==> src/rtl/rst_cause_regs.sv <==
module rst_cause_regs #(
  parameter int NCORES = 8,
  parameter int ADDR_W = 4
) (
  input  logic              clk,
  input  logic              por_n,
  input  logic              glb_rst_req,
  input  logic [NCORES-1:0] lrst_req,
  input  logic [NCORES-1:0] nmi_req,
  input  logic [ADDR_W-1:0] bus_addr,
  input  logic              bus_we,
  input  logic [31:0]       bus_wdata,
  output logic [31:0]       bus_rdata
);
  localparam int PIN_W = 2 * NCORES;
  localparam logic [ADDR_W-1:0] A_PIN = ADDR_W'(4'h0);
  localparam logic [ADDR_W-1:0] A_CLR = ADDR_W'(4'h4);
  localparam logic [ADDR_W-1:0] A_RST = ADDR_W'(4'h8);

  logic [NCORES-1:0] lr_s1, lr_s2, lr_q;
  logic [NCORES-1:0] nm_s1, nm_s2, nm_q;
  logic              gr_s1, gr_s2, gr_q;

  always_ff @(posedge clk or negedge por_n) begin
    if (!por_n) begin
      lr_s1 <= '0; lr_s2 <= '0; lr_q <= '0;
      nm_s1 <= '0; nm_s2 <= '0; nm_q <= '0;
      gr_s1 <= 1'b0; gr_s2 <= 1'b0; gr_q <= 1'b0;
    end else begin
      lr_s1 <= lrst_req; lr_s2 <= lr_s1; lr_q <= lr_s2;
      nm_s1 <= nmi_req;  nm_s2 <= nm_s1; nm_q <= nm_s2;
      gr_s1 <= glb_rst_req; gr_s2 <= gr_s1; gr_q <= gr_s2;
    end
  end

  logic [NCORES-1:0] lr_pulse, nmi_pulse;
  logic              gr_pulse;
  assign lr_pulse  = lr_s2 & ~lr_q;
  assign nmi_pulse = nm_s2 & ~nm_q;
  assign gr_pulse  = gr_s2 & ~gr_q;

  logic [PIN_W-1:0] pin_stat, set_vec, clr_vec;
  assign set_vec = {nmi_pulse, lr_pulse};
  assign clr_vec = (bus_we && bus_addr == A_CLR) ? bus_wdata[PIN_W-1:0] : '0;

  always_ff @(posedge clk or negedge por_n) begin
    if (!por_n) pin_stat <= '0;
    else        pin_stat <= (pin_stat & ~clr_vec) | set_vec;
  end

  logic [NCORES-1:0] lr_cause;
  logic              gr_cause;

  always_ff @(posedge clk or negedge por_n) begin
    if (!por_n) begin
      lr_cause <= '0;
      gr_cause <= 1'b1;
    end else if (gr_pulse) begin
      lr_cause <= '0;
      gr_cause <= 1'b1;
    end else if (|lr_pulse) begin
      lr_cause <= lr_cause | lr_pulse;
      gr_cause <= 1'b0;
    end
  end

  logic unused_wdata_hi;
  assign unused_wdata_hi = ^bus_wdata[31:PIN_W];

  always_comb begin
    case (bus_addr)
      A_PIN, A_CLR: bus_rdata = {{(32-PIN_W){1'b0}}, pin_stat};
      A_RST:        bus_rdata = {gr_cause, {(31-NCORES){1'b0}}, lr_cause};
      default:      bus_rdata = '0;
    endcase
  end
endmodule


==> config.mk <==
export PLATFORM = sky130hd
export DESIGN_NAME = rst_cause_regs
export DESIGN_NICKNAME = d
export VERILOG_FILES = /design/src/rtl/rst_cause_regs.sv
export SDC_FILE = /design/constraint.sdc
export NUM_CORES = 1
export LEC_CHECK = 0
export ABC_CLOCK_PERIOD_IN_PS = 2000
export BUFFER_PORTS_ARGS = -buffer_cell sky130_fd_sc_hd__buf_2
export CAP_MARGIN = 20
export CORE_ASPECT_RATIO = 0.7
export CORE_MARGIN = 2
export CORE_UTILIZATION = 53
export CTS_CLUSTER_SIZE = 24
export DETAILED_ROUTE_END_ITERATION = 6
export PLACE_DENSITY = 0.81
export SLEW_MARGIN = 20
export SYNTH_ARGS = -nofsm -noshare
export SYNTH_HDL_FRONTEND = slang
export SYNTH_SLANG_ARGS = --single-unit
==> constraint.sdc <==
create_clock -name clk -period 2 [get_ports clk]
set_input_delay 0.2 -clock clk [delete_from_list [all_inputs] [get_ports clk]]
set_output_delay 0.2 -clock clk [all_outputs]
set_load 0.01 [all_outputs]
==> results of run 1 <==
## timing repair
item / in CTS / in global routing
endpoints found under the hold margin: 56 / 0
gates resized for setup: 0 / 0
hold buffers: 18 / 0
setup buffers: 0 / 0
## layout by cell type, fill, tap and decap left out, types with 2 or more instances in the layout
master | Yosys | routed
sky130_fd_sc_hd__clkinvlp_4 | 0 | 2
sky130_fd_sc_hd__buf_2 | 0 | 55
sky130_fd_sc_hd__a21o_1 | 8 | 8
sky130_fd_sc_hd__conb_1 | 1 | 15
sky130_fd_sc_hd__dfrtp_1 | 75 | 75
sky130_fd_sc_hd__inv_1 | 8 | 8
sky130_fd_sc_hd__bufinv_16 | 0 | 3
sky130_fd_sc_hd__nor2_1 | 16 | 16
sky130_fd_sc_hd__clkbuf_8 | 0 | 9
sky130_fd_sc_hd__nand3_1 | 16 | 16
sky130_fd_sc_hd__and2_1 | 10 | 10
sky130_fd_sc_hd__nor2b_1 | 10 | 10
sky130_fd_sc_hd__buf_4 | 16 | 6
sky130_fd_sc_hd__dlygate4sd3_1 | 0 | 18
sky130_fd_sc_hd__a22o_1 | 16 | 16
sky130_fd_sc_hd__clkinv_2 | 0 | 2
## logic make-up after synthesis
kind of cell,count (synthesis),synth area share [%]
compound gates,25,7.96
buf+inv,29,7.34
flops,76,72.5
other cells,1,0.143
simple gates,56,12.1
## power groups by stage
stage	registers [W]	clock network, W	logic (W)
6_report	0.00166	0.00135	0.000228
5_1_grt	0.00167	0.00147	0.000255
3_3_place_gp	0.00168	0	0.000197
3_5_place_dp	0.00169	0	0.000203
4_1_cts	0.00166	0.00138	0.000231
2_1_floorplan	0.00168	0	0.000123
## per-stage QoR
step,cells,util (%),instance area [um2],worst slack [ns],hold slack (ns)
4_1_cts,344,69.9,3340,0.514,0.126
5_1_grt,344,69.9,3340,0.472,0.130
6_report,344,69.9,3340,0.462,0.147
3_3_place_gp,310,61.1,2920,0.499,0.203
2_1_floorplan,201,-,2680,0.955,-0.0956
3_5_place_dp,310,61.1,2920,0.522,0.207
## final cells by class
class / instances / share of cell area (%)
Sequential cell: 76 / 57.0
Multi-Input combinational cell: 96 / 17.4
Clock inverter: 7 / 3.45
Clock buffer: 9 / 3.71
Timing Repair Buffer: 79 / 15.0
Tap cell: 69 / 2.58
Inverter: 8 / 0.899
## routing by layer
layer  up-vias  track usage [%]
li1        755                -
met1       752             24.3
met2        49             25.9
met3         7             7.27
met4         0             7.77
met5         -                0
## worst max-delay path: stages
cell and delay, ns:
sky130_fd_sc_hd__buf_2 0.13, sky130_fd_sc_hd__nor4b_4 0.60, sky130_fd_sc_hd__a22o_1 0.26, sky130_fd_sc_hd__buf_2 0.14
## sequential cells by signal (all words and copies together), names as in the netlist
| signal | cells |
|---|---|
| gr_cause | 1 |
| gr_q | 1 |
| gr_s1 | 1 |
| gr_s2 | 1 |
| lr_cause | 8 |
| lr_q | 8 |
| lr_s1 | 8 |
| lr_s2 | 8 |
| nm_q | 8 |
| nm_s1 | 8 |
| nm_s2 | 8 |
| pin_stat | 16 |
## worst max-delay path by stage
stage               cells past startpoint            to        start  slack, ns
floorplan                               2  bus_rdata[0]  bus_addr[2]       0.96
global placement                        4  bus_rdata[0]  bus_addr[1]       0.50
detailed placement                      4  bus_rdata[0]  bus_addr[1]       0.52
CTS                                     4  bus_rdata[0]  bus_addr[1]       0.51
global route                            4  bus_rdata[0]  bus_addr[1]       0.47
finish                                  4  bus_rdata[0]  bus_addr[1]       0.46
==> flow_summary.html, run 1 <==
<table>
<tr><th>Metric</th><th>Value</th></tr>
<tr><th colspan="2">Min path</th></tr>
<tr><td>Endpoint, Worst Hold</td><td>pin_stat[6]</td></tr>
<tr><td>Type of the tightest min-delay check</td><td>input pin to register</td></tr>
<tr><td>Hold Path Cell Cnt</td><td>3</td></tr>
<tr><td>Worst min-delay path startpoint</td><td>bus_wdata[6]</td></tr>
<tr><th colspan="2">Power and ir drop</th></tr>
<tr><td>PD cells</td><td>967 nW/um2</td></tr>
<tr><td>Net switching power of the design</td><td>0.000680 W</td></tr>
<tr><td>Clk pwr share</td><td>between 40% and 50%</td></tr>
<tr><td>Share of power burned in registers</td><td>between 50% and 60%</td></tr>
<tr><td>Switching part of the total</td><td>21.0%</td></tr>
<tr><td>Combinational share of power</td><td>7.1%</td></tr>
<tr><td>Post-route total power</td><td>0.00323 W</td></tr>
<tr><td>Maximum VDD drop</td><td>between 0.7 and 0.8 mV</td></tr>
<tr><td>Static Leakage</td><td>1.60 nW</td></tr>
<tr><td>Int Power</td><td>0.00255 W</td></tr>
<tr><th colspan="2">Logic synthesis</th></tr>
<tr><td>#FFs+latches synth</td><td>76</td></tr>
<tr><td>Top cell type's share of synthesized area</td><td>slightly above 70%</td></tr>
<tr><td>Mapped Avg Cell Area</td><td>14.0 um2</td></tr>
<tr><td>Post-synthesis instance total</td><td>187</td></tr>
<tr><td>Post-synthesis cell type count</td><td>19</td></tr>
<tr><td>Post-synthesis instance area</td><td>2630 um2</td></tr>
<tr><td>Most numerous cell in the Yosys netlist</td><td>sky130_fd_sc_hd__dfrtp_1</td></tr>
<tr><td>Fraction of the yosys area taken by sequential cells</td><td>between 70% and 80%</td></tr>
<tr><td>Synth Flop Type</td><td>sky130_fd_sc_hd__dfrtp_1</td></tr>
<tr><td>Share of synthesized registers carrying an async set or reset</td><td>100%</td></tr>
<tr><td>Post-synth top cells</td><td>75 x sky130_fd_sc_hd__dfrtp_1, 16 x sky130_fd_sc_hd__a22o_1, 16 x sky130_fd_sc_hd__buf_4, 16 x sky130_fd_sc_hd__nand3_1, 16 x sky130_fd_sc_hd__nor2_1</td></tr>
<tr><td>Largest cells by area after synthesis</td><td>sky130_fd_sc_hd__dfrtp_1 71%, sky130_fd_sc_hd__a22o_1 5.3%, sky130_fd_sc_hd__buf_4 4.6%</td></tr>
<tr><td>Synthesis Warnings</td><td>0</td></tr>
<tr><td>Largest area contributor in the netlist</td><td>sky130_fd_sc_hd__dfrtp_1</td></tr>
<tr><td>Number of enable-type register cells in the synthesized netlist</td><td>0</td></tr>
<tr><th colspan="2">Route</th></tr>
<tr><td>Final routed DRC violation total</td><td>0</td></tr>
<tr><td>Number of nets with antenna violations after detailed routing</td><td>0</td></tr>
<tr><td>M1 wire length</td><td>2.04 mm</td></tr>
<tr><td>Top metal layer carrying routed signals</td><td>met4</td></tr>
<tr><td>Number of optimization iterations in the first detailed-route pass</td><td>4</td></tr>
<tr><td>Via density per instance</td><td>4.54</td></tr>
<tr><td>Total number of vias</td><td>1563</td></tr>
<tr><td>Routed length on met2</td><td>2.05 mm</td></tr>
<tr><td>Routed len/inst</td><td>12.8 um</td></tr>
<tr><td>DR WL met3</td><td>227 um</td></tr>
<tr><td>Total length of routed wires</td><td>roughly 4.4 mm</td></tr>
<tr><td>Violation count after the first detailed-route iteration</td><td>64</td></tr>
<tr><th colspan="2">Clock network</th></tr>
<tr><td>Number of buffers created by CTS</td><td>9</td></tr>
<tr><td>Clock-pin slew of the registers on the worst-case setup and hold paths</td><td>0.07 ns</td></tr>
<tr><td>CTS tree</td><td>yes</td></tr>
<tr><td>Later-pin clock latency in the skew report</td><td>0.34 ns</td></tr>
<tr><td>Root buffer cell</td><td>sky130_fd_sc_hd__clkbuf_8</td></tr>
<tr><td>H-tree levels</td><td>3</td></tr>
<tr><td>Clock sinks</td><td>76</td></tr>
<tr><td>Bufs on Longest Clock Path</td><td>2</td></tr>
<tr><th colspan="2">GRT</th></tr>
<tr><td>Antenna violations before repair</td><td>0</td></tr>
<tr><td>Pin count of the biggest net entering global routing</td><td>44</td></tr>
<tr><td>Vias in the first global route</td><td>1544</td></tr>
<tr><td>Global-route congestion overflow total</td><td>0</td></tr>
<tr><td>GRT Resource Usage Total</td><td>between 15 and 20%</td></tr>
<tr><td>Wire length of the first global-routing pass</td><td>approximately 7.2 mm</td></tr>
<tr><th colspan="2">Finish</th></tr>
<tr><td>Share of final-layout standard cells stronger than drive strength 1</td><td>29.5%</td></tr>
<tr><td>Count of nets after finishing</td><td>326</td></tr>
<tr><td>Area of the multi-input gates</td><td>between 500 and 600 um2</td></tr>
<tr><td>Filler Cells Inserted</td><td>between 300 and 400</td></tr>
<tr><td>Ant. Diodes</td><td>0</td></tr>
<tr><td>FF/Latch Area</td><td>1900 um2</td></tr>
<tr><td>Signed area change from the synthesized netlist to the final layout</td><td>27.3%</td></tr>
<tr><th colspan="2">Floorplanning</th></tr>
<tr><td>Y dimension of the die</td><td>62.9 um</td></tr>
<tr><td>Initial Utilization</td><td>54.9%</td></tr>
<tr><td>DIE WIDTH</td><td>88.1 um</td></tr>
<tr><td>Standard cell core area</td><td>4780 um2</td></tr>
<tr><td>Overall die area</td><td>5540 um2</td></tr>
<tr><td>Num ports</td><td>88</td></tr>
<tr><td>Site Rows</td><td>21</td></tr>
<tr><th colspan="2">STA</th></tr>
<tr><td>Slew margin rel.</td><td>57.1%</td></tr>
<tr><td>Final hold violation count</td><td>0</td></tr>
<tr><td>Final worst clock skew</td><td>0.00438 ns</td></tr>
<tr><td>Setup Total Neg Slack</td><td>0 ns</td></tr>
<tr><td>Crit path time final</td><td>1.54 ns</td></tr>
<tr><td>Period Utilization, post-route</td><td>76.9%</td></tr>
<tr><td>Final setup violating endpoints</td><td>0</td></tr>
<tr><td>Slew @ Worst Pin</td><td>0.641 ns</td></tr>
<tr><td>Max frequency</td><td>650 MHz</td></tr>
<tr><td>RSZ-0062 raised after global routing</td><td>false</td></tr>
<tr><td>Max-slew violation count</td><td>0</td></tr>
<tr><th colspan="2">Worst setup path</th></tr>
<tr><td>Critical R2R Launch</td><td>lr_s2[3]</td></tr>
<tr><td>CP Class</td><td>input pin to output pin</td></tr>
<tr><td>Reg-to-reg endpoint</td><td>gr_cause</td></tr>
<tr><td>Crit path capture type</td><td>output pin</td></tr>
<tr><td>R2R Setup Slk</td><td>0.79 ns</td></tr>
<tr><td>Arrival time of the worst setup path</td><td>1.34 ns</td></tr>
<tr><td>Data required time of the worst path</td><td>1.80 ns</td></tr>
<tr><td>Cell count of the worst reg-to-reg path</td><td>3</td></tr>
<tr><td>Largest fanout on the critical path</td><td>9</td></tr>
<tr><td>CP Launch Type</td><td>input pin</td></tr>
<tr><th colspan="2">Outcome</th></tr>
<tr><td>Run status</td><td>finished clean</td></tr>
<tr><th colspan="2">Run</th></tr>
<tr><td>Max-capacitance violation count</td><td>0</td></tr>
<tr><th colspan="2">Place</th></tr>
<tr><td>Routability Congestion</td><td>0.738</td></tr>
<tr><td>Total of buffers placed on input and output ports</td><td>56</td></tr>
<tr><td>Total half-perimeter wirelength after legalization and detailed placement</td><td>approximately 2.9 mm</td></tr>
</table>
Power figures use the tool's default switching activity.
==> run 2: changes to the inputs <==
--- a/config.mk
+++ b/config.mk
@@ -5,15 +5,15 @@
 export SDC_FILE = /design/constraint.sdc
 export NUM_CORES = 1
 export LEC_CHECK = 0
-export ABC_CLOCK_PERIOD_IN_PS = 2000
+export ABC_CLOCK_PERIOD_IN_PS = 1490
 export BUFFER_PORTS_ARGS = -buffer_cell sky130_fd_sc_hd__buf_2
 export CAP_MARGIN = 20
 export CORE_ASPECT_RATIO = 0.7
 export CORE_MARGIN = 2
-export CORE_UTILIZATION = 53
+export CORE_UTILIZATION = 49
 export CTS_CLUSTER_SIZE = 24
 export DETAILED_ROUTE_END_ITERATION = 6
-export PLACE_DENSITY = 0.81
+export PLACE_DENSITY = 0.76
 export SLEW_MARGIN = 20
 export SYNTH_ARGS = -nofsm -noshare
 export SYNTH_HDL_FRONTEND = slang
==> constraint.sdc (replaced) <==
create_clock -name clk -period 1.49 [get_ports clk]
set_input_delay 0.149 -clock clk [delete_from_list [all_inputs] [get_ports clk]]
set_output_delay 0.149 -clock clk [all_outputs]
set_load 0.01 [all_outputs]
==> run 2 against run 1 <==
Clock power is 30% higher; combinational power rose by 39%; register-to-register slack lost 0.53 ns; critical path type is now register to output pin; critical endpoint is now bus_rdata[31]; highest routed layer unchanged.
==> flow_summary.html, run 2 (same netlist as run 1, synthesis figures left out) <==
<table>
<tr><th>Metric</th><th>Value</th></tr>
<tr><th colspan="2">Worst setup path</th></tr>
<tr><td>Sum of buffers and inverters on the critical path</td><td>1 (-1)</td></tr>
<tr><td>Largest fanout on the critical path</td><td>2 (-7)</td></tr>
<tr><td>Cell depth of the worst setup path</td><td>2 (-2)</td></tr>
<tr><td>Critical R2R Launch</td><td>lr_s2[3]</td></tr>
<tr><td>R2R Setup Slk</td><td>0.26 ns (-0.53 ns)</td></tr>
<tr><td>Crit path capture type</td><td>output pin</td></tr>
<tr><td>Arrival time of the worst setup path</td><td>1.10 ns (-0.24 ns)</td></tr>
<tr><td>CP Launch Type</td><td>register</td></tr>
<tr><td>Slowest cell on the critical path</td><td>sky130_fd_sc_hd__dfstp_2</td></tr>
<tr><td>Cell count of the worst reg-to-reg path</td><td>3 (unchanged)</td></tr>
<tr><td>Critical Path, Cell by Cell</td><td>and2_1 -&gt; buf_2</td></tr>
<tr><td>Slowest stage delay, CP</td><td>0.53 ns (-0.07 ns)</td></tr>
<tr><td>CP top delay family</td><td>flip-flops</td></tr>
<tr><td>Reg-to-reg endpoint</td><td>gr_cause</td></tr>
<tr><td>CP Class</td><td>register to output pin</td></tr>
<tr><td>Data required time of the worst path</td><td>1.34 ns (-0.46 ns)</td></tr>
<tr><th colspan="2">Finish</th></tr>
<tr><td>FF/Latch Area</td><td>1900 um2 (unchanged)</td></tr>
<tr><td>Register name with the most flops</td><td>pin_stat</td></tr>
<tr><td>Signed area change from the synthesized netlist to the final layout</td><td>28.6%</td></tr>
<tr><td>Count of nets after finishing</td><td>327 (+0.31%)</td></tr>
<tr><td>Area of the multi-input gates</td><td>582 um2 (unchanged)</td></tr>
<tr><td>Final core utilization</td><td>64.9% (-5.0 points)</td></tr>
<tr><td>Most frequent cells in the layout</td><td>75 x sky130_fd_sc_hd__dfrtp_1, 55 x sky130_fd_sc_hd__buf_2, 18 x sky130_fd_sc_hd__dlygate4sd3_1</td></tr>
<tr><td>Max reg flops</td><td>16 (unchanged)</td></tr>
<tr><td>Ant. Diodes</td><td>0 (unchanged)</td></tr>
<tr><td>Share of final-layout standard cells stronger than drive strength 1</td><td>29.3% (-0.11 points)</td></tr>
<tr><td>Most common library cell in the layout ignoring fill and taps</td><td>sky130_fd_sc_hd__dfrtp_1</td></tr>
<tr><td>Filler Cells Inserted</td><td>396 (+15%)</td></tr>
<tr><th colspan="2">STA</th></tr>
<tr><td>Max frequency</td><td>801 MHz</td></tr>
<tr><td>Max-slew violation count</td><td>0 (unchanged)</td></tr>
<tr><td>Crit path time final</td><td>1.25 ns</td></tr>
<tr><td>Slew @ Worst Pin</td><td>0.683 ns (+0.0423 ns)</td></tr>
<tr><td>Final hold violation count</td><td>0 (unchanged)</td></tr>
<tr><td>Period Utilization, post-route</td><td>83.8%</td></tr>
<tr><td>Slew margin rel.</td><td>54.4% (-2.7 points)</td></tr>
<tr><td>Final worst clock skew</td><td>0.00630 ns (+0.00193 ns)</td></tr>
<tr><td>RSZ-0062 raised after global routing</td><td>false</td></tr>
<tr><td>Setup Total Neg Slack</td><td>0 ns (unchanged)</td></tr>
<tr><td>Final setup violating endpoints</td><td>0 (unchanged)</td></tr>
<tr><th colspan="2">Outcome</th></tr>
<tr><td>Run status</td><td>finished clean</td></tr>
<tr><th colspan="2">GRT</th></tr>
<tr><td>GRT Resource Usage Total</td><td>17.3% (-0.72 points)</td></tr>
<tr><td>Antenna violations before repair</td><td>0 (unchanged)</td></tr>
<tr><td>Global-route congestion overflow total</td><td>0 (unchanged)</td></tr>
<tr><td>Vias in the first global route</td><td>1659 (+7.4%)</td></tr>
<tr><td>Pin count of the biggest net entering global routing</td><td>33 (-25%)</td></tr>
<tr><td>Wire length of the first global-routing pass</td><td>7.65 mm (+6.8%)</td></tr>
<tr><th colspan="2">Floorplanning</th></tr>
<tr><td>Site Rows</td><td>22 (+4.8%)</td></tr>
<tr><td>Overall die area</td><td>5970 um2 (+7.7%)</td></tr>
<tr><td>Num ports</td><td>88 (unchanged)</td></tr>
<tr><td>DIE WIDTH</td><td>91.5 um (+3.8%)</td></tr>
<tr><td>Standard cell core area</td><td>5200 um2 (+8.8%)</td></tr>
<tr><td>Initial Utilization</td><td>50.5% (-4.4 points)</td></tr>
<tr><td>Y dimension of the die</td><td>65.2 um (+3.7%)</td></tr>
<tr><th colspan="2">Place</th></tr>
<tr><td>Routability Congestion</td><td>0.737 (-0.14%)</td></tr>
<tr><td>Total of buffers placed on input and output ports</td><td>56 (unchanged)</td></tr>
<tr><td>Total half-perimeter wirelength after legalization and detailed placement</td><td>3.00 mm (+4.2%)</td></tr>
<tr><th colspan="2">Route</th></tr>
<tr><td>Routed len/inst</td><td>13.1 um (+2.3%)</td></tr>
<tr><td>Violation count after the first detailed-route iteration</td><td>67 (+4.7%)</td></tr>
<tr><td>Final routed DRC violation total</td><td>0 (unchanged)</td></tr>
<tr><td>Total length of routed wires</td><td>4.55 mm (+3.5%)</td></tr>
<tr><td>Total number of vias</td><td>1624 (+3.9%)</td></tr>
<tr><td>Number of nets with antenna violations after detailed routing</td><td>0 (unchanged)</td></tr>
<tr><td>Via density per instance</td><td>4.67 (+2.7%)</td></tr>
<tr><td>Number of optimization iterations in the first detailed-route pass</td><td>4 (unchanged)</td></tr>
<tr><th colspan="2">Clock network</th></tr>
<tr><td>CTS tree</td><td>yes</td></tr>
<tr><td>Number of buffers created by CTS</td><td>9 (unchanged)</td></tr>
<tr><td>Clock sinks</td><td>76 (unchanged)</td></tr>
<tr><td>Bufs on Longest Clock Path</td><td>2 (unchanged)</td></tr>
<tr><td>Later-pin clock latency in the skew report</td><td>0.33 ns (about the same)</td></tr>
<tr><td>Number of gates resized after cts</td><td>0 (unchanged)</td></tr>
<tr><td>Clock-pin slew of the registers on the worst-case setup and hold paths</td><td>0.07 ns (about the same)</td></tr>
<tr><td>H-tree levels</td><td>3 (unchanged)</td></tr>
<tr><td>Root buffer cell</td><td>sky130_fd_sc_hd__clkbuf_8</td></tr>
<tr><td>Setup Fix Bufs, Post-CTS</td><td>0 (unchanged)</td></tr>
<tr><th colspan="2">Min path</th></tr>
<tr><td>Hold Path Cell Cnt</td><td>3 (unchanged)</td></tr>
<tr><td>Endpoint, Worst Hold</td><td>pin_stat[6]</td></tr>
<tr><td>Worst min-delay path startpoint</td><td>bus_wdata[6]</td></tr>
<tr><td>Type of the tightest min-delay check</td><td>input pin to register</td></tr>
<tr><th colspan="2">Power and ir drop</th></tr>
<tr><td>Switching part of the total</td><td>20.7% (-0.31 points)</td></tr>
<tr><td>PD cells</td><td>1270 nW/um2 (+32%)</td></tr>
<tr><td>Combinational share of power</td><td>7.3% (+0.2 points)</td></tr>
<tr><td>Clk pwr share</td><td>40.9% (-0.8 points)</td></tr>
<tr><td>Share of power burned in registers</td><td>51.7% (+0.4 points)</td></tr>
<tr><td>Net switching power of the design</td><td>0.000892 W (+31%)</td></tr>
<tr><td>Static Leakage</td><td>1.61 nW (+0.86%)</td></tr>
<tr><td>Maximum VDD drop</td><td>0.813 mV (+10%)</td></tr>
<tr><td>Int Power</td><td>0.00341 W (+34%)</td></tr>
<tr><th colspan="2">Run</th></tr>
<tr><td>Max-capacitance violation count</td><td>0 (unchanged)</td></tr>
</table>
-- run 2: worst max-delay path by stage --
stage / start / end
6_report: gr_cause / bus_rdata[31]
2_1_floorplan: lr_s2[3] / gr_cause
3_5_place_dp: lr_s2[3] / gr_cause
3_3_place_gp: lr_s2[3] / gr_cause
5_1_grt: gr_s2 / lr_cause[0]
4_1_cts: gr_cause / bus_rdata[31]
-- run 2: final cells by class --
type / count / area share (%)
clock buffers: 13 / 5.01
clock inverters: 3 / 2.00
inverters: 8 / 0.890
multi-input cells: 96 / 17.2
flip-flops and latches: 76 / 56.4
well taps: 72 / 2.67
repair buffers: 80 / 15.8
-- run 2: stage by stage --
stage	power [W]	instance area [um2]	std cells	worst slack (ns)	hold slack, ns
after floorplan	0.00241	2680	201	0.518	-0.147
after global placement	0.00253	2960	314	0.312	0.0537
after detailed placement	0.00255	2960	314	0.305	0.0555
after CTS	0.00436	3370	348	0.210	0.0757
after global routing	0.00450	3370	348	0.168	0.0983
final	0.00430	3370	348	0.242	0.0991
-- run 2: power groups by stage --
stage	Clock, W	Combinational [W]	Sequential, W
final	0.00176	0.000316	0.00222
after global routing	0.00191	0.000354	0.00224
after CTS	0.00182	0.000320	0.00223
after detailed placement	0	0.000283	0.00227
after global placement	0	0.000275	0.00226
after floorplan	0	0.000165	0.00225
-- run 2: timing repair --
item                       4_1_cts  5_1_grt
setup endpoints to repair        0        0
hold endpoints to repair        64        0
hold buffers                    18        0
-- run 2: tightest hold or removal path, cell delays in order --
cell,delay [ns]
sky130_fd_sc_hd__buf_2,0.09
sky130_fd_sc_hd__nand3_1,0.05
sky130_fd_sc_hd__a21o_1,0.10
-- run 2: per-layer routing --
metal | vias to the layer above | part of all wire (%) | GRT usage, %
li1 | 759 | - | -
met1 | 811 | 43 | 20.5
met2 | 48 | 50 | 28.7
met3 | 6 | 6.1 | 6.54
met4 | 0 | 1.3 | 7.39
met5 | - | 0 | 0
==> run 3: changes to the inputs <==
--- a/config.mk
+++ b/config.mk
@@ -5,15 +5,16 @@
 export SDC_FILE = /design/constraint.sdc
 export NUM_CORES = 1
 export LEC_CHECK = 0
-export ABC_CLOCK_PERIOD_IN_PS = 1490
+export ABC_AREA = 1
+export ABC_CLOCK_PERIOD_IN_PS = 1090
 export BUFFER_PORTS_ARGS = -buffer_cell sky130_fd_sc_hd__buf_2
 export CAP_MARGIN = 20
 export CORE_ASPECT_RATIO = 0.7
 export CORE_MARGIN = 2
-export CORE_UTILIZATION = 49
+export CORE_UTILIZATION = 45
 export CTS_CLUSTER_SIZE = 24
 export DETAILED_ROUTE_END_ITERATION = 6
-export PLACE_DENSITY = 0.76
+export PLACE_DENSITY = 0.73
 export SLEW_MARGIN = 20
 export SYNTH_ARGS = -nofsm -noshare
 export SYNTH_HDL_FRONTEND = slang
==> constraint.sdc (replaced) <==
create_clock -name clk -period 1.09 [get_ports clk]
set_input_delay 0.109 -clock clk [delete_from_list [all_inputs] [get_ports clk]]
set_output_delay 0.109 -clock clk [all_outputs]
set_load 0.01 [all_outputs]
==> run 3 against run 2 <==
Highest routed layer unchanged; via count increased by 14%; cell area increased by 5.2%; count of clock-buffer cells in the layout decreased by 2; clock skew increased by 0.00068 ns; critical path depth increased by 1; first-iteration DRC count decreased by 52%; synthesized cell count increased by 32%; area after synthesis increased by 4.3%; register-to-register slack got worse by 0.11 ns; routed wire length increased by 4.9%; utilization decreased by 3.8 points; the run now ends with setup timing left; critical path type unchanged.
==> flow_summary.html, run 3 <==
<table>
<tr><th>Metric</th><th>Value</th></tr>
<tr><th colspan="2">STA</th></tr>
<tr><td>Max frequency</td><td>834 MHz</td></tr>
<tr><td>Final setup violating endpoints</td><td>7 (+7)</td></tr>
<tr><td>Period Utilization, post-route</td><td>110%</td></tr>
<tr><td>RSZ-0062 raised after global routing</td><td>true</td></tr>
<tr><td>Crit path time final</td><td>1.20 ns</td></tr>
<tr><td>Final worst clock skew</td><td>0.00699 ns (+0.000684 ns)</td></tr>
<tr><td>Final hold violation count</td><td>0 (unchanged)</td></tr>
<tr><td>Max-slew violation count</td><td>0 (unchanged)</td></tr>
<tr><td>Post-route worst setup slack</td><td>-0.109 ns (-0.351 ns)</td></tr>
<tr><th colspan="2">Outcome</th></tr>
<tr><td>Violations in the final reports</td><td>setup timing</td></tr>
<tr><td>Run status</td><td>finished, violations left</td></tr>
<tr><th colspan="2">Place</th></tr>
<tr><td>Routability Congestion</td><td>0.781 (+6.0%)</td></tr>
<tr><td>Placed cell areas</td><td>3090 um2 (+4.6%)</td></tr>
<tr><td>Number of placed instances with taps included</td><td>379 (+21%)</td></tr>
<tr><td>Total half-perimeter wirelength after legalization and detailed placement</td><td>3.31 mm (+10%)</td></tr>
<tr><td>Total of buffers placed on input and output ports</td><td>56 (unchanged)</td></tr>
<tr><td>Dpl ws</td><td>-0.000373 ns (-0.305 ns)</td></tr>
<tr><th colspan="2">Finish</th></tr>
<tr><td>Ant. Diodes</td><td>0 (unchanged)</td></tr>
<tr><td>Share of final-layout standard cells stronger than drive strength 1</td><td>27.0% (-2.4 points)</td></tr>
<tr><td>Count of non-filler cells in the finished layout</td><td>416 (+20%)</td></tr>
<tr><td>Most frequent cells in the layout</td><td>75 x sky130_fd_sc_hd__dfrtp_1, 55 x sky130_fd_sc_hd__buf_2, 50 x sky130_fd_sc_hd__nand2_1</td></tr>
<tr><td>Cell area after layout</td><td>3550 um2 (+5.2%)</td></tr>
<tr><td>Signed area change from the synthesized netlist to the final layout</td><td>29.7%</td></tr>
<tr><td>Max reg flops</td><td>16 (unchanged)</td></tr>
<tr><td>Count of nets after finishing</td><td>393 (+20%)</td></tr>
<tr><td>Most common library cell in the layout ignoring fill and taps</td><td>sky130_fd_sc_hd__dfrtp_1</td></tr>
<tr><td>Register name with the most flops</td><td>pin_stat</td></tr>
<tr><td>Final core utilization</td><td>61.1% (-3.8 points)</td></tr>
<tr><th colspan="2">GRT</th></tr>
<tr><td>Pin count of the biggest net entering global routing</td><td>29 (-12%)</td></tr>
<tr><td>GRT Resource Usage Total</td><td>15.6% (-1.7 points)</td></tr>
<tr><td>Global-route congestion overflow total</td><td>0 (unchanged)</td></tr>
<tr><td>Wire length of the first global-routing pass</td><td>8.29 mm (+8.4%)</td></tr>
<tr><td>Antenna violations before repair</td><td>0 (unchanged)</td></tr>
<tr><td>Vias in the first global route</td><td>1861 (+12%)</td></tr>
<tr><th colspan="2">Clock network</th></tr>
<tr><td>Number of buffers created by CTS</td><td>9 (unchanged)</td></tr>
<tr><td>CTS tree</td><td>yes</td></tr>
<tr><td>Root buffer cell</td><td>sky130_fd_sc_hd__clkbuf_8</td></tr>
<tr><td>Clock-pin slew of the registers on the worst-case setup and hold paths</td><td>0.07 ns (about the same)</td></tr>
<tr><td>Clock sinks</td><td>76 (unchanged)</td></tr>
<tr><td>H-tree levels</td><td>3 (unchanged)</td></tr>
<tr><td>Later-pin clock latency in the skew report</td><td>0.33 ns (about the same)</td></tr>
<tr><td>Bufs on Longest Clock Path</td><td>2 (unchanged)</td></tr>
<tr><th colspan="2">Route</th></tr>
<tr><td>Total number of vias</td><td>1848 (+14%)</td></tr>
<tr><td>Number of nets with antenna violations after detailed routing</td><td>0 (unchanged)</td></tr>
<tr><td>Violation count after the first detailed-route iteration</td><td>32 (-52%)</td></tr>
<tr><td>Number of optimization iterations in the first detailed-route pass</td><td>4 (unchanged)</td></tr>
<tr><td>Via density per instance</td><td>4.44 (-4.8%)</td></tr>
<tr><td>Routed len/inst</td><td>11.5 um (-12%)</td></tr>
<tr><td>Total length of routed wires</td><td>4.77 mm (+4.9%)</td></tr>
<tr><td>Final routed DRC violation total</td><td>0 (unchanged)</td></tr>
<tr><th colspan="2">Worst setup path</th></tr>
<tr><td>Data required time of the worst path</td><td>0.98 ns (-0.36 ns)</td></tr>
<tr><td>CP Class</td><td>register to output pin</td></tr>
<tr><td>Critical R2R Launch</td><td>gr_q</td></tr>
<tr><td>Arrival time of the worst setup path</td><td>1.09 ns (about the same)</td></tr>
<tr><td>Largest fanout on the critical path</td><td>2 (unchanged)</td></tr>
<tr><td>Crit path capture type</td><td>output pin</td></tr>
<tr><td>CP Launch Type</td><td>register</td></tr>
<tr><td>Startpoint of the worst setup timing path</td><td>gr_cause</td></tr>
<tr><th colspan="2">Logic synthesis</th></tr>
<tr><td>Synth Flop Type</td><td>sky130_fd_sc_hd__dfrtp_1</td></tr>
<tr><td>Fraction of the yosys area taken by sequential cells</td><td>69.5% (-3.0 points)</td></tr>
<tr><td>Post-synthesis cell type count</td><td>19 (unchanged)</td></tr>
<tr><td>Share of synthesized registers carrying an async set or reset</td><td>100% (unchanged)</td></tr>
<tr><td>Mapped Avg Cell Area</td><td>11.1 um2 (-21%)</td></tr>
<tr><td>Largest area contributor in the netlist</td><td>sky130_fd_sc_hd__dfrtp_1</td></tr>
<tr><td>Largest cells by area after synthesis</td><td>sky130_fd_sc_hd__dfrtp_1 69%, sky130_fd_sc_hd__nand2_1 6.9%, sky130_fd_sc_hd__inv_1 5.2%</td></tr>
<tr><td>Most numerous cell in the Yosys netlist</td><td>sky130_fd_sc_hd__dfrtp_1</td></tr>
<tr><td>Synthesis Warnings</td><td>0 (unchanged)</td></tr>
<tr><td>Number of enable-type register cells in the synthesized netlist</td><td>0 (unchanged)</td></tr>
<tr><td>Post-synth top cells</td><td>75 x sky130_fd_sc_hd__dfrtp_1, 50 x sky130_fd_sc_hd__nand2_1, 38 x sky130_fd_sc_hd__inv_1, 16 x sky130_fd_sc_hd__buf_4, 16 x sky130_fd_sc_hd__nand4_1</td></tr>
<tr><td>Top cell type's share of synthesized area</td><td>68.6% (-2.9 points)</td></tr>
<tr><td>#FFs+latches synth</td><td>76 (unchanged)</td></tr>
<tr><td>Post-synthesis instance total</td><td>246 (+32%)</td></tr>
<tr><td>Post-synthesis instance area</td><td>2740 um2 (+4.3%)</td></tr>
<tr><th colspan="2">Floorplanning</th></tr>
<tr><td>Initial Utilization</td><td>47.1% (-3.4 points)</td></tr>
<tr><td>Standard cell core area</td><td>5810 um2 (+12%)</td></tr>
<tr><td>Overall die area</td><td>6730 um2 (+13%)</td></tr>
<tr><td>Y dimension of the die</td><td>69.3 um (+6.2%)</td></tr>
<tr><td>Site Rows</td><td>23 (+4.5%)</td></tr>
<tr><td>DIE WIDTH</td><td>97.2 um (+6.3%)</td></tr>
<tr><td>Num ports</td><td>88 (unchanged)</td></tr>
<tr><th colspan="2">Run</th></tr>
<tr><td>Max-capacitance violation count</td><td>0 (unchanged)</td></tr>
<tr><th colspan="2">Min path</th></tr>
<tr><td>Worst min-delay path startpoint</td><td>bus_wdata[12]</td></tr>
<tr><td>Type of the tightest min-delay check</td><td>input pin to register</td></tr>
<tr><th colspan="2">Power and ir drop</th></tr>
<tr><td>Switching part of the total</td><td>20.9% (+0.12 points)</td></tr>
<tr><td>Clk pwr share</td><td>41.4% (+0.5 points)</td></tr>
<tr><td>Maximum VDD drop</td><td>1.02 mV (+25%)</td></tr>
<tr><td>PD cells</td><td>1690 nW/um2 (+33%)</td></tr>
<tr><td>Static Leakage</td><td>1.89 nW (+17%)</td></tr>
<tr><td>Net switching power of the design</td><td>0.00125 W (+40%)</td></tr>
<tr><td>Share of power burned in registers</td><td>50.3% (-1.4 points)</td></tr>
<tr><td>Combinational share of power</td><td>8.2% (+0.9 points)</td></tr>
<tr><td>Int Power</td><td>0.00476 W (+40%)</td></tr>
</table>
-- run 3: cell count changes after synthesis, moves of 2 or more --
cell,before,now
sky130_fd_sc_hd__inv_1,8,38
sky130_fd_sc_hd__a21o_1,8,0
sky130_fd_sc_hd__a22o_1,16,0
sky130_fd_sc_hd__and2_1,10,0
sky130_fd_sc_hd__nand3_1,16,9
sky130_fd_sc_hd__nor2b_1,10,0
sky130_fd_sc_hd__nand2_1,0,50
sky130_fd_sc_hd__a21oi_1,0,8
sky130_fd_sc_hd__nand4_1,0,16
sky130_fd_sc_hd__nor2_1,16,14
sky130_fd_sc_hd__o21ai_0,0,8
-- run 3: metrics by stage --
stage | hold WS (ns) | TNS [ns] | total power, W
final | 0.0644 | -0.392 | 0.00601
after global routing | 0.0598 | -1.20 | 0.00631
after CTS | 0.0551 | -0.661 | 0.00607
after detailed placement | 0.0375 | -0.000373 | 0.00351
after global placement | 0.0316 | 0 | 0.00349
after floorplan | -0.187 | 0 | 0.00332
-- run 3: worst max-delay path, stage by stage (launching register included) --
cell,delay (ns)
sky130_fd_sc_hd__dfstp_2,0.53
sky130_fd_sc_hd__inv_2,0.04
sky130_fd_sc_hd__nor2_2,0.06
sky130_fd_sc_hd__buf_2,0.13
-- run 3: timing repair --
action                                 4_1_cts  5_1_grt
cloned                                       0        0
setup endpoints to repair                   10       15
pin swaps                                    3        6
hold buffers                                18        0
resized for setup                            5        3
buffers inserted                             0        4
endpoints found under the hold margin       79        0
-- run 3: worst paths after layout --
| path | endpoint | slack (ns) | depth (start not counted) |
|---|---|---|---|
| max in group asynchronous | nm_s2[7] | 0.43 | 3 |
| hold / removal | pin_stat[12] | 0.06 | 4 |
| setup reg to reg | lr_cause[2] | 0.15 | 2 |
| setup / recovery | bus_rdata[31] | -0.11 | 3 |
| hold reg to reg | nm_s2[1] | 0.35 | 0 |
| min in group asynchronous | nm_s1[6] | 0.21 | 2 |
-- run 3: layout make-up --
type,instances,area (um2)
Multi-Input combinational cell,125,591
Fill cell,513,2260
Clock inverter,4,97.6
Sequential cell,76,1900
Timing Repair Buffer,86,578
Tap cell,75,93.8
Clock buffer,11,141
Inverter,39,146
-- run 3: metal layers --
| metal | global-route usage, % | share of wire [%] | up-vias |
|---|---|---|---|
| met5 | 0 | 0 | - |
| met4 | 5.86 | 1.4 | 0 |
| met3 | 5.24 | 4.9 | 8 |
| met2 | 25.8 | 49 | 52 |
| met1 | 19.2 | 45 | 880 |
| li1 | - | - | 908 |
-- run 3: power groups by stage --
| stage | registers [W] | logic, W | clock network [W] |
|---|---|---|---|
| after CTS | 0.00303 | 0.000486 | 0.00256 |
| final | 0.00302 | 0.000494 | 0.00249 |
| after detailed placement | 0.00308 | 0.000432 | 0 |
| after floorplan | 0.00307 | 0.000252 | 0 |
| after global routing | 0.00304 | 0.000563 | 0.00271 |
| after global placement | 0.00307 | 0.000421 | 0 |
-- run 3: cell families (layout without fill, tap and decap cells) --
group | Yosys count | in the layout | share of synthesized area [%]
AO/OA/AOI/OAI | 16 | 16 | 2.93
flip-flops | 76 | 76 | 69.5
buffers and inverters | 59 | 140 | 11.1
other | 1 | 15 | 0.137
AND/OR/NAND/NOR | 94 | 94 | 16.3
